`src/rtl/spi_host_pkg.sv`:
```
package spi_host_pkg;
    localparam int ADDR_W = 8;
    localparam logic [ADDR_W-1:0] A_ENABLE = 8'h00;
    localparam logic [ADDR_W-1:0] A_DIVIDE = 8'h04;
    localparam logic [ADDR_W-1:0] A_PINS   = 8'h08;
    localparam logic [ADDR_W-1:0] A_TXWORD = 8'h10;
    localparam logic [ADDR_W-1:0] A_SHIFT  = 8'h14;
    localparam logic [ADDR_W-1:0] A_RXWORD = 8'h18;
    localparam logic [31:0] PINS_RESET = 32'h0007_0000;
    localparam int SH_GO_BIT   = 31;
    localparam int SH_SEL_LSB  = 28;
    localparam int SH_TERM_BIT = 26;
    localparam int PIN_MOSI    = 0;
    localparam int PIN_SCK     = 8;
    localparam int PIN_SEL_LSB = 16;

    typedef enum logic [1:0] {
        PH_IDLE,
        PH_LEAD,
        PH_HIGH,
        PH_LOW
    } phase_e;
endpackage

```
`src/rtl/spi_clk_div.sv`:
```
module spi_clk_div #(
    parameter int DIV_W = 6
) (
    input  logic             clk,
    input  logic             rst_n,
    input  logic             run,
    input  logic [DIV_W-1:0] div,
    output logic             tick
);
    typedef struct packed {
        logic [DIV_W-1:0] cnt;
    } div_t;

    div_t d_d, d_q;

    always_comb begin
        d_d  = d_q;
        tick = run && (d_q.cnt == div);
        if (!run || tick) d_d.cnt = '0;
        else              d_d.cnt = d_q.cnt + 1'b1;
    end

    always_ff @(posedge clk or negedge rst_n) begin
        if (!rst_n) d_q <= '0;
        else        d_q <= d_d;
    end

    // the half-period counter never passes the programmed divider
    p_cnt_range_r2: assert property (@(posedge clk) disable iff (!rst_n)
        run |-> (d_q.cnt <= div));
endmodule

```
`src/rtl/spi_shift_seq.sv`:
```
module spi_shift_seq
    import spi_host_pkg::*;
#(
    parameter int DATA_W = 32,
    parameter int NUM_CS = 3,
    parameter int CNT_W  = 7
) (
    input  logic              clk,
    input  logic              rst_n,
    input  logic              start,
    input  logic [NUM_CS-1:0] cmd_sel,
    input  logic              cmd_term,
    input  logic [CNT_W-1:0]  cmd_cnt,
    input  logic [DATA_W-1:0] tx_word,
    input  logic              tick,
    input  logic              miso,
    output logic              busy,
    output logic              owns,
    output logic              sck,
    output logic              mosi,
    output logic [NUM_CS-1:0] sel,
    output logic [DATA_W-1:0] rx_word
);
    localparam int IDX_W = $clog2(DATA_W + 1);
    localparam int SEL_W = $clog2(DATA_W);

    typedef struct packed {
        phase_e            ph;
        logic              sck;
        logic              mosi;
        logic              held;
        logic              term;
        logic [NUM_CS-1:0] sel;
        logic [IDX_W-1:0]  rem;
        logic [DATA_W-1:0] tx;
        logic [DATA_W-1:0] rx;
    } seq_t;

    seq_t s_d, s_q;
    logic [IDX_W-1:0] eff;

    always_comb begin
        eff = (cmd_cnt > CNT_W'(DATA_W)) ? IDX_W'(DATA_W) : IDX_W'(cmd_cnt);
        s_d = s_q;
        unique case (s_q.ph)
            PH_IDLE: begin
                if (start) begin
                    if (eff == '0) begin
                        if (cmd_term) s_d.held = 1'b0;
                    end else begin
                        s_d.ph   = PH_LEAD;
                        s_d.sel  = cmd_sel;
                        s_d.term = cmd_term;
                        s_d.held = 1'b1;
                        s_d.rem  = eff;
                        s_d.tx   = tx_word;
                        s_d.rx   = '0;
                        s_d.sck  = 1'b0;
                        s_d.mosi = tx_word[SEL_W'(eff - IDX_W'(1))];
                    end
                end
            end
            PH_LEAD, PH_LOW: begin
                if (tick) begin
                    s_d.sck = 1'b1;
                    s_d.rx  = {s_q.rx[DATA_W-2:0], miso};
                    s_d.rem = s_q.rem - 1'b1;
                    s_d.ph  = PH_HIGH;
                end
            end
            PH_HIGH: begin
                if (tick) begin
                    s_d.sck = 1'b0;
                    if (s_q.rem == '0) begin
                        s_d.ph   = PH_IDLE;
                        s_d.held = !s_q.term;
                    end else begin
                        s_d.mosi = s_q.tx[SEL_W'(s_q.rem - IDX_W'(1))];
                        s_d.ph   = PH_LOW;
                    end
                end
            end
            default: s_d.ph = PH_IDLE;
        endcase
    end

    always_ff @(posedge clk or negedge rst_n) begin
        if (!rst_n) begin
            s_q    <= '0;
            s_q.ph <= PH_IDLE;
        end else begin
            s_q <= s_d;
        end
    end

    assign busy    = (s_q.ph != PH_IDLE);
    assign owns    = busy || s_q.held;
    assign sck     = s_q.sck;
    assign mosi    = s_q.mosi;
    assign sel     = s_q.sel;
    assign rx_word = s_q.rx;

    // the serial clock only moves on a divider tick
    p_sck_on_tick_r2: assert property (@(posedge clk) disable iff (!rst_n)
        (!tick && !start) |=> $stable(s_q.sck));
    // the selected line does not change during a transfer
    p_sel_stable_r4: assert property (@(posedge clk) disable iff (!rst_n)
        (busy && $past(busy)) |-> $stable(s_q.sel));
    // the register decode never starts a command while busy
    p_no_start_busy_r9: assert property (@(posedge clk) disable iff (!rst_n)
        start |-> !busy);
    // the remaining count stays within one word
    p_rem_bound_r6: assert property (@(posedge clk) disable iff (!rst_n)
        s_q.rem <= IDX_W'(DATA_W));
    // the clock rests low whenever no transfer runs
    p_idle_sck_low_r8: assert property (@(posedge clk) disable iff (!rst_n)
        !busy |-> !s_q.sck);
endmodule

```
`src/rtl/spi_shift_host.sv`:
```
module spi_shift_host
    import spi_host_pkg::*;
#(
    parameter int DATA_W = 32,
    parameter int NUM_CS = 3,
    parameter int DIV_W  = 6,
    parameter int CNT_W  = 7
) (
    input  logic              clk,
    input  logic              rst_n,
    input  logic              reg_wr,
    input  logic              reg_rd,
    input  logic [ADDR_W-1:0] reg_addr,
    input  logic [31:0]       reg_wdata,
    output logic [31:0]       reg_rdata,
    output logic              spi_sck,
    output logic              spi_mosi,
    output logic [NUM_CS-1:0] spi_cs_n,
    input  logic              spi_miso
);
    typedef struct packed {
        logic              enable;
        logic [DIV_W-1:0]  div;
        logic [31:0]       pins;
        logic [DATA_W-1:0] txw;
        logic [NUM_CS-1:0] sh_sel;
        logic              sh_term;
        logic [CNT_W-1:0]  sh_cnt;
        logic [31:0]       rdata;
    } regs_t;

    regs_t r_d, r_q;
    logic start, tick, busy, owns, seq_sck, seq_mosi;
    logic [NUM_CS-1:0] seq_sel;
    logic [DATA_W-1:0] rx_word;
    logic [31:0] shift_rd, rd_mux;

    always_comb begin
        r_d   = r_q;
        start = 1'b0;

        shift_rd = '0;
        shift_rd[SH_GO_BIT] = busy;
        shift_rd[SH_SEL_LSB +: NUM_CS] = r_q.sh_sel;
        shift_rd[SH_TERM_BIT] = r_q.sh_term;
        shift_rd[CNT_W-1:0] = r_q.sh_cnt;

        unique case (reg_addr)
            A_ENABLE: rd_mux = 32'(r_q.enable);
            A_DIVIDE: rd_mux = 32'(r_q.div);
            A_PINS:   rd_mux = r_q.pins;
            A_TXWORD: rd_mux = 32'(r_q.txw);
            A_SHIFT:  rd_mux = shift_rd;
            A_RXWORD: rd_mux = 32'(rx_word);
            default:  rd_mux = '0;
        endcase
        if (reg_rd) r_d.rdata = rd_mux;

        if (reg_wr) begin
            unique case (reg_addr)
                A_ENABLE: r_d.enable = reg_wdata[0];
                A_DIVIDE: r_d.div    = reg_wdata[DIV_W-1:0];
                A_PINS:   r_d.pins   = reg_wdata;
                A_TXWORD: r_d.txw    = reg_wdata[DATA_W-1:0];
                A_SHIFT: begin
                    if (!busy) begin
                        r_d.sh_sel  = reg_wdata[SH_SEL_LSB +: NUM_CS];
                        r_d.sh_term = reg_wdata[SH_TERM_BIT];
                        r_d.sh_cnt  = reg_wdata[CNT_W-1:0];
                        start       = reg_wdata[SH_GO_BIT] && r_q.enable;
                    end
                end
                default: ;
            endcase
        end
    end

    always_ff @(posedge clk or negedge rst_n) begin
        if (!rst_n) begin
            r_q      <= '0;
            r_q.pins <= PINS_RESET;
        end else begin
            r_q <= r_d;
        end
    end

    spi_clk_div #(.DIV_W(DIV_W)) u_div (
        .clk  (clk),
        .rst_n(rst_n),
        .run  (busy),
        .div  (r_q.div),
        .tick (tick)
    );

    spi_shift_seq #(.DATA_W(DATA_W), .NUM_CS(NUM_CS), .CNT_W(CNT_W)) u_seq (
        .clk     (clk),
        .rst_n   (rst_n),
        .start   (start),
        .cmd_sel (reg_wdata[SH_SEL_LSB +: NUM_CS]),
        .cmd_term(reg_wdata[SH_TERM_BIT]),
        .cmd_cnt (reg_wdata[CNT_W-1:0]),
        .tx_word (r_q.txw),
        .tick    (tick),
        .miso    (spi_miso),
        .busy    (busy),
        .owns    (owns),
        .sck     (seq_sck),
        .mosi    (seq_mosi),
        .sel     (seq_sel),
        .rx_word (rx_word)
    );

    assign reg_rdata = r_q.rdata;
    assign spi_sck   = owns ? seq_sck  : r_q.pins[PIN_SCK];
    assign spi_mosi  = owns ? seq_mosi : r_q.pins[PIN_MOSI];
    assign spi_cs_n  = owns ? ~seq_sel : r_q.pins[PIN_SEL_LSB +: NUM_CS];

    // read data only moves on a read strobe
    p_rdata_hold_r12: assert property (@(posedge clk) disable iff (!rst_n)
        !reg_rd |=> $stable(reg_rdata));
endmodule

```
`config.mk`:
```
export PLATFORM = sky130hd
export DESIGN_NAME = spi_shift_host
export DESIGN_NICKNAME = d
export VERILOG_FILES = /design/src/rtl/spi_host_pkg.sv /design/src/rtl/spi_clk_div.sv /design/src/rtl/spi_shift_seq.sv /design/src/rtl/spi_shift_host.sv
export SDC_FILE = /design/constraint.sdc
export NUM_CORES = 1
export LEC_CHECK = 0
export CORE_ASPECT_RATIO = 0.6
export CORE_UTILIZATION = 35
export DETAILED_ROUTE_END_ITERATION = 7
export DONT_BUFFER_PORTS = 1
export GPL_TIMING_DRIVEN = 0
export HOLD_SLACK_MARGIN = 0.05
export PLACE_DENSITY = 0.56
export SETUP_SLACK_MARGIN = 0.2
export SLEW_MARGIN = 0
export SYNTH_ARGS = -nofsm -noshare
export SYNTH_HDL_FRONTEND = slang
export SYNTH_SLANG_ARGS = --single-unit
```
`constraint.sdc`:
```
create_clock -name clk -period 4.7 [get_ports clk]
set_input_delay 1.41 -clock clk [delete_from_list [all_inputs] [get_ports clk]]
set_output_delay 1.41 -clock clk [all_outputs]
set_load 0.05 [all_outputs]
```
==> impl_metrics.py <==
metrics = {
    "cts": {
        "cts_resized": 0,
        "root_buffer": "clkbuf_16",
        "cts_tree": "done",
        "path_clk_slew_ns": 0.07,
        "cts_buffers": 17,
        "post-cts-setup-buffers": 0,
        "cts_max_path_buffers": 2,
        "clock_sinks": 199,
        "htree_levels": 4,
        "cts-hold-fix-buffers": 0,
        "insertion_delay_ns": 0.46,
    },
    "global_route": {
        "busiest_layer": "met1",
        "grt_pass1_vias": 6656,
        "grt_max_degree": 200,
        "use_met1_pct": 33.31,
        "use_met3_pct": 5.767,
        "grt.total_usage_pct": 20.27,
        "grt_overflow": 0,
        "antenna_found_initial": 0,
        "grt_pass1_wl_microns": 42900,
        "met2_usage_pct": 25.01,
    },
    "sta": {
        "fin_crit_ns": 3.977,
        "hold_violations": 0,
        "slew_headroom_pct": 29.23,
        "period_share_pct": 84.61,
        "setup_viol": 0,
        "rsz0062_at_grt": "false",
        "setup_tns_ns": 0,
        "fmax_mhz": 251.5,
        "skew_ns": 0.01408,
        "whs_ns": 0.4711,
        "worstMarginPinSlew_ns": 1.065,
        "setup_ws_ns": 0.7232,
        "final_max_slew_viol_count": 0,
    },
    "routing": {
        "vias": 6803,
        "drt-initial-drc-count": 607,
        "via_per_inst": 5.286,
        "drtAntennaViolNets": 0,
        "routed_wl_microns": 28010,
        "wl_per_cell_microns": 21.76,
        "firstDrtPassIters": 5,
        "route.detailed.drc": 0,
    },
    "final_layout": {
        "final_nets": 955,
        "num_antenna_cells": 0,
        "fin_cells": 1287,
        "layout.cells.most_common_list": "196 x dfrtp_1, 167 x nand2_1, 60 x mux2_4, 45 x mux2_2, 38 x inv_1",
        "final_common_cell": "dfrtp_1",
        "nFillCells": 2705,
        "final_core_util_pct": 39.39,
        "drive_gt1_share_pct": 22.39,
        "area_growth_pct": 10.63,
    },
    "setup_path": {
        "ff2ff_path_depth": 10,
        "critPathBufInv": 2,
        "r2r_start": "u_seq.s_q[64]",
        "slowest_stage": "a21oi_1",
        "end_kind": "output pin",
        "cp-start-kind": "flop",
        "crit_arrival_ns": 2.57,
        "worstReg2RegEnd": "u_seq.mosi",
        "cp_max_fo": 10,
        "cp_top_family": "compound AO/OA/AOI/OAI gates",
        "critical_path_required_ns": 3.29,
        "r2r_slack_ns": 1.82,
        "path_cells": "buf_2, or3_1, clkbuf_1, a21oi_1",
        "cpPeakStageDelay_ns": 0.92,
        "critPathKind": "flop to output pin",
    },
    "placement": {
        "place_inst": 1255,
        "pre_cts_ws_ns": 0.4134,
        "dp_hpwl_microns": 20220,
        "gp_congestion": 0.8756,
        "io_buffers": 0,
    },
    "yosys": {
        "yosysSeqAreaShare_pct": 50.75,
        "ys_ff_latch": 199,
        "ys_warn_count": 0,
        "netlist_instances": 888,
        "avgSynthCellArea_sq_um": 11.06,
        "syn-num-nets": 936,
        "synth_cell_types": 53,
        "synth-main-ff-cell": "dfrtp_1",
        "synth_async_sr_flop_share_pct": 100.0,
        "syn_area_sq_um": 9821,
        "synth_edf_count": 0,
    },
    "die": {
        "die_width_microns": 218.3,
        "start_util_pct": 35.61,
        "io_pins": 82,
        "fp.coreArea_sq_um": 27580,
        "num_rows": 47,
        "fp.dieH_microns": 131.8,
        "dieArea_sq_um": 28750,
    },
    "run": {
        "cap_violations": 0,
    },
    "status": {
        "status": "finished, final reports clean",
    },
    "worst_hold_path": {
        "min_to": "u_seq.s_q[37]",
        "hold_class": "flop to flop",
        "min_path_cells": 2,
        "hold_path.startpoint": "u_seq.s_q[37]",
    },
    "power": {
        "leakage_nw": 5.197,
        "peakVddDrop_mv": 0.2400,
        "power.density_nw_per_um2": 420.2,
    },
}
-- Yosys cell counts (all sizes together), types with 3 or more instances --
cell / number / area, sq um
nor3: 7 / 40.04
xor2: 5 / 43.79
a22oi: 31 / 232.7
nor3b: 6 / 71.32
xnor2: 12 / 105.1
dfrtp: 196 / 4905
and2: 5 / 31.28
nor2: 34 / 135.1
nand3: 9 / 45.04
a221oi: 11 / 96.34
inv: 38 / 142.6
nor4: 4 / 46.29
nand2: 170 / 645.6
o22ai: 33 / 206.5
dfstp: 3 / 78.83
a211oi: 4 / 30.03
a32oi: 4 / 35.03
nand4b: 6 / 52.55
buf: 58 / 404.1
mux2i: 31 / 310.3
nor2b: 7 / 43.79
nand4: 4 / 25.02
a22o: 32 / 280.3
clkbuf: 27 / 102.6
mux2: 105 / 1408
a21oi: 14 / 70.07
o21ai: 14 / 70.06
ha: 3 / 37.54
-- state kept, by name, summed over array words and instances, names as in the netlist --
register,count
reg_rdata,32
r_q,82
u_seq.mosi,1
u_seq.sel,3
u_div.d_q,6
u_seq.sck,1
u_seq.rx_word,32
u_seq.s_q,42
-- worst min-delay path, cell delays in order, from the launching register on --
cell     delay (ns)
dfrtp_1        0.35
nand2_1        0.05
nand2_1        0.05
-- where the power goes --
part | internal (W) | leakage [nW] | switching (W)
clock network | 0.000816 | 0.281 | 0.000670
logic | 0.000425 | 2.19 | 0.000658
registers | 0.00186 | 2.72 | 0.000140
-- per-stage QoR --
stage | instance area, sq um | power [W]
3_3_place_gp | 10280 | 0.003080
2_1_floorplan | 9821 | 0.002798
3_5_place_dp | 10280 | 0.003084
5_1_grt | 10860 | 0.004773
4_1_cts | 10860 | 0.004580
6_report | 10860 | 0.004565
-- worst max-delay path by stage --
stage	start	endpoint	slack (ns)	cells past startpoint
CTS	u_seq.s_q[77]	spi_cs_n[2]	0.71	4
detailed placement	reg_wdata[5]	u_seq.mosi	0.41	11
floorplan	reg_wdata[6]	u_seq.mosi	0.98	13
global route	reg_wdata[5]	u_seq.s_q[66]	0.62	11
finish	u_seq.s_q[77]	spi_cs_n[0]	0.72	4
global placement	reg_wdata[5]	u_seq.mosi	0.46	10
-- area by class of cell --
cell class              instances  area [sq um]  share of cell area [%]
clock inverters                10         120.1                   1.106
multi-input cells             566          4188                   38.55
flip-flops and latches        199          4984                   45.87
well taps                     367         459.2                   4.227
inverters                      38         142.6                   1.313
plain buffers                  85         506.7                   4.664
clock buffers                  22         464.2                   4.273
-- layer usage --
layer / vias to the layer above / routed length (microns)
li1: 3118 / -
met1: 3425 / 14790
met2: 236 / 10610
met3: 24 / 2313
met4: 0 / 299
met5: - / 0
-- kinds of logic (layout without fill, tap and decap cells) --
| family | count (synthesis) | count (layout) | synth area share (%) |
|---|---|---|---|
| AO/OA/AOI/OAI | 151 | 151 | 11.05 |
| XOR/XNOR | 17 | 17 | 1.516 |
| adder cells (fa/ha/maj) | 3 | 3 | 0.3823 |
| buffers and inverters | 123 | 155 | 6.612 |
| flip-flops | 199 | 199 | 50.75 |
| multiplexers | 137 | 137 | 17.72 |
| AND/OR/NAND/NOR | 258 | 258 | 11.98 |
Note: power is estimated with default switching activity, not from simulation.
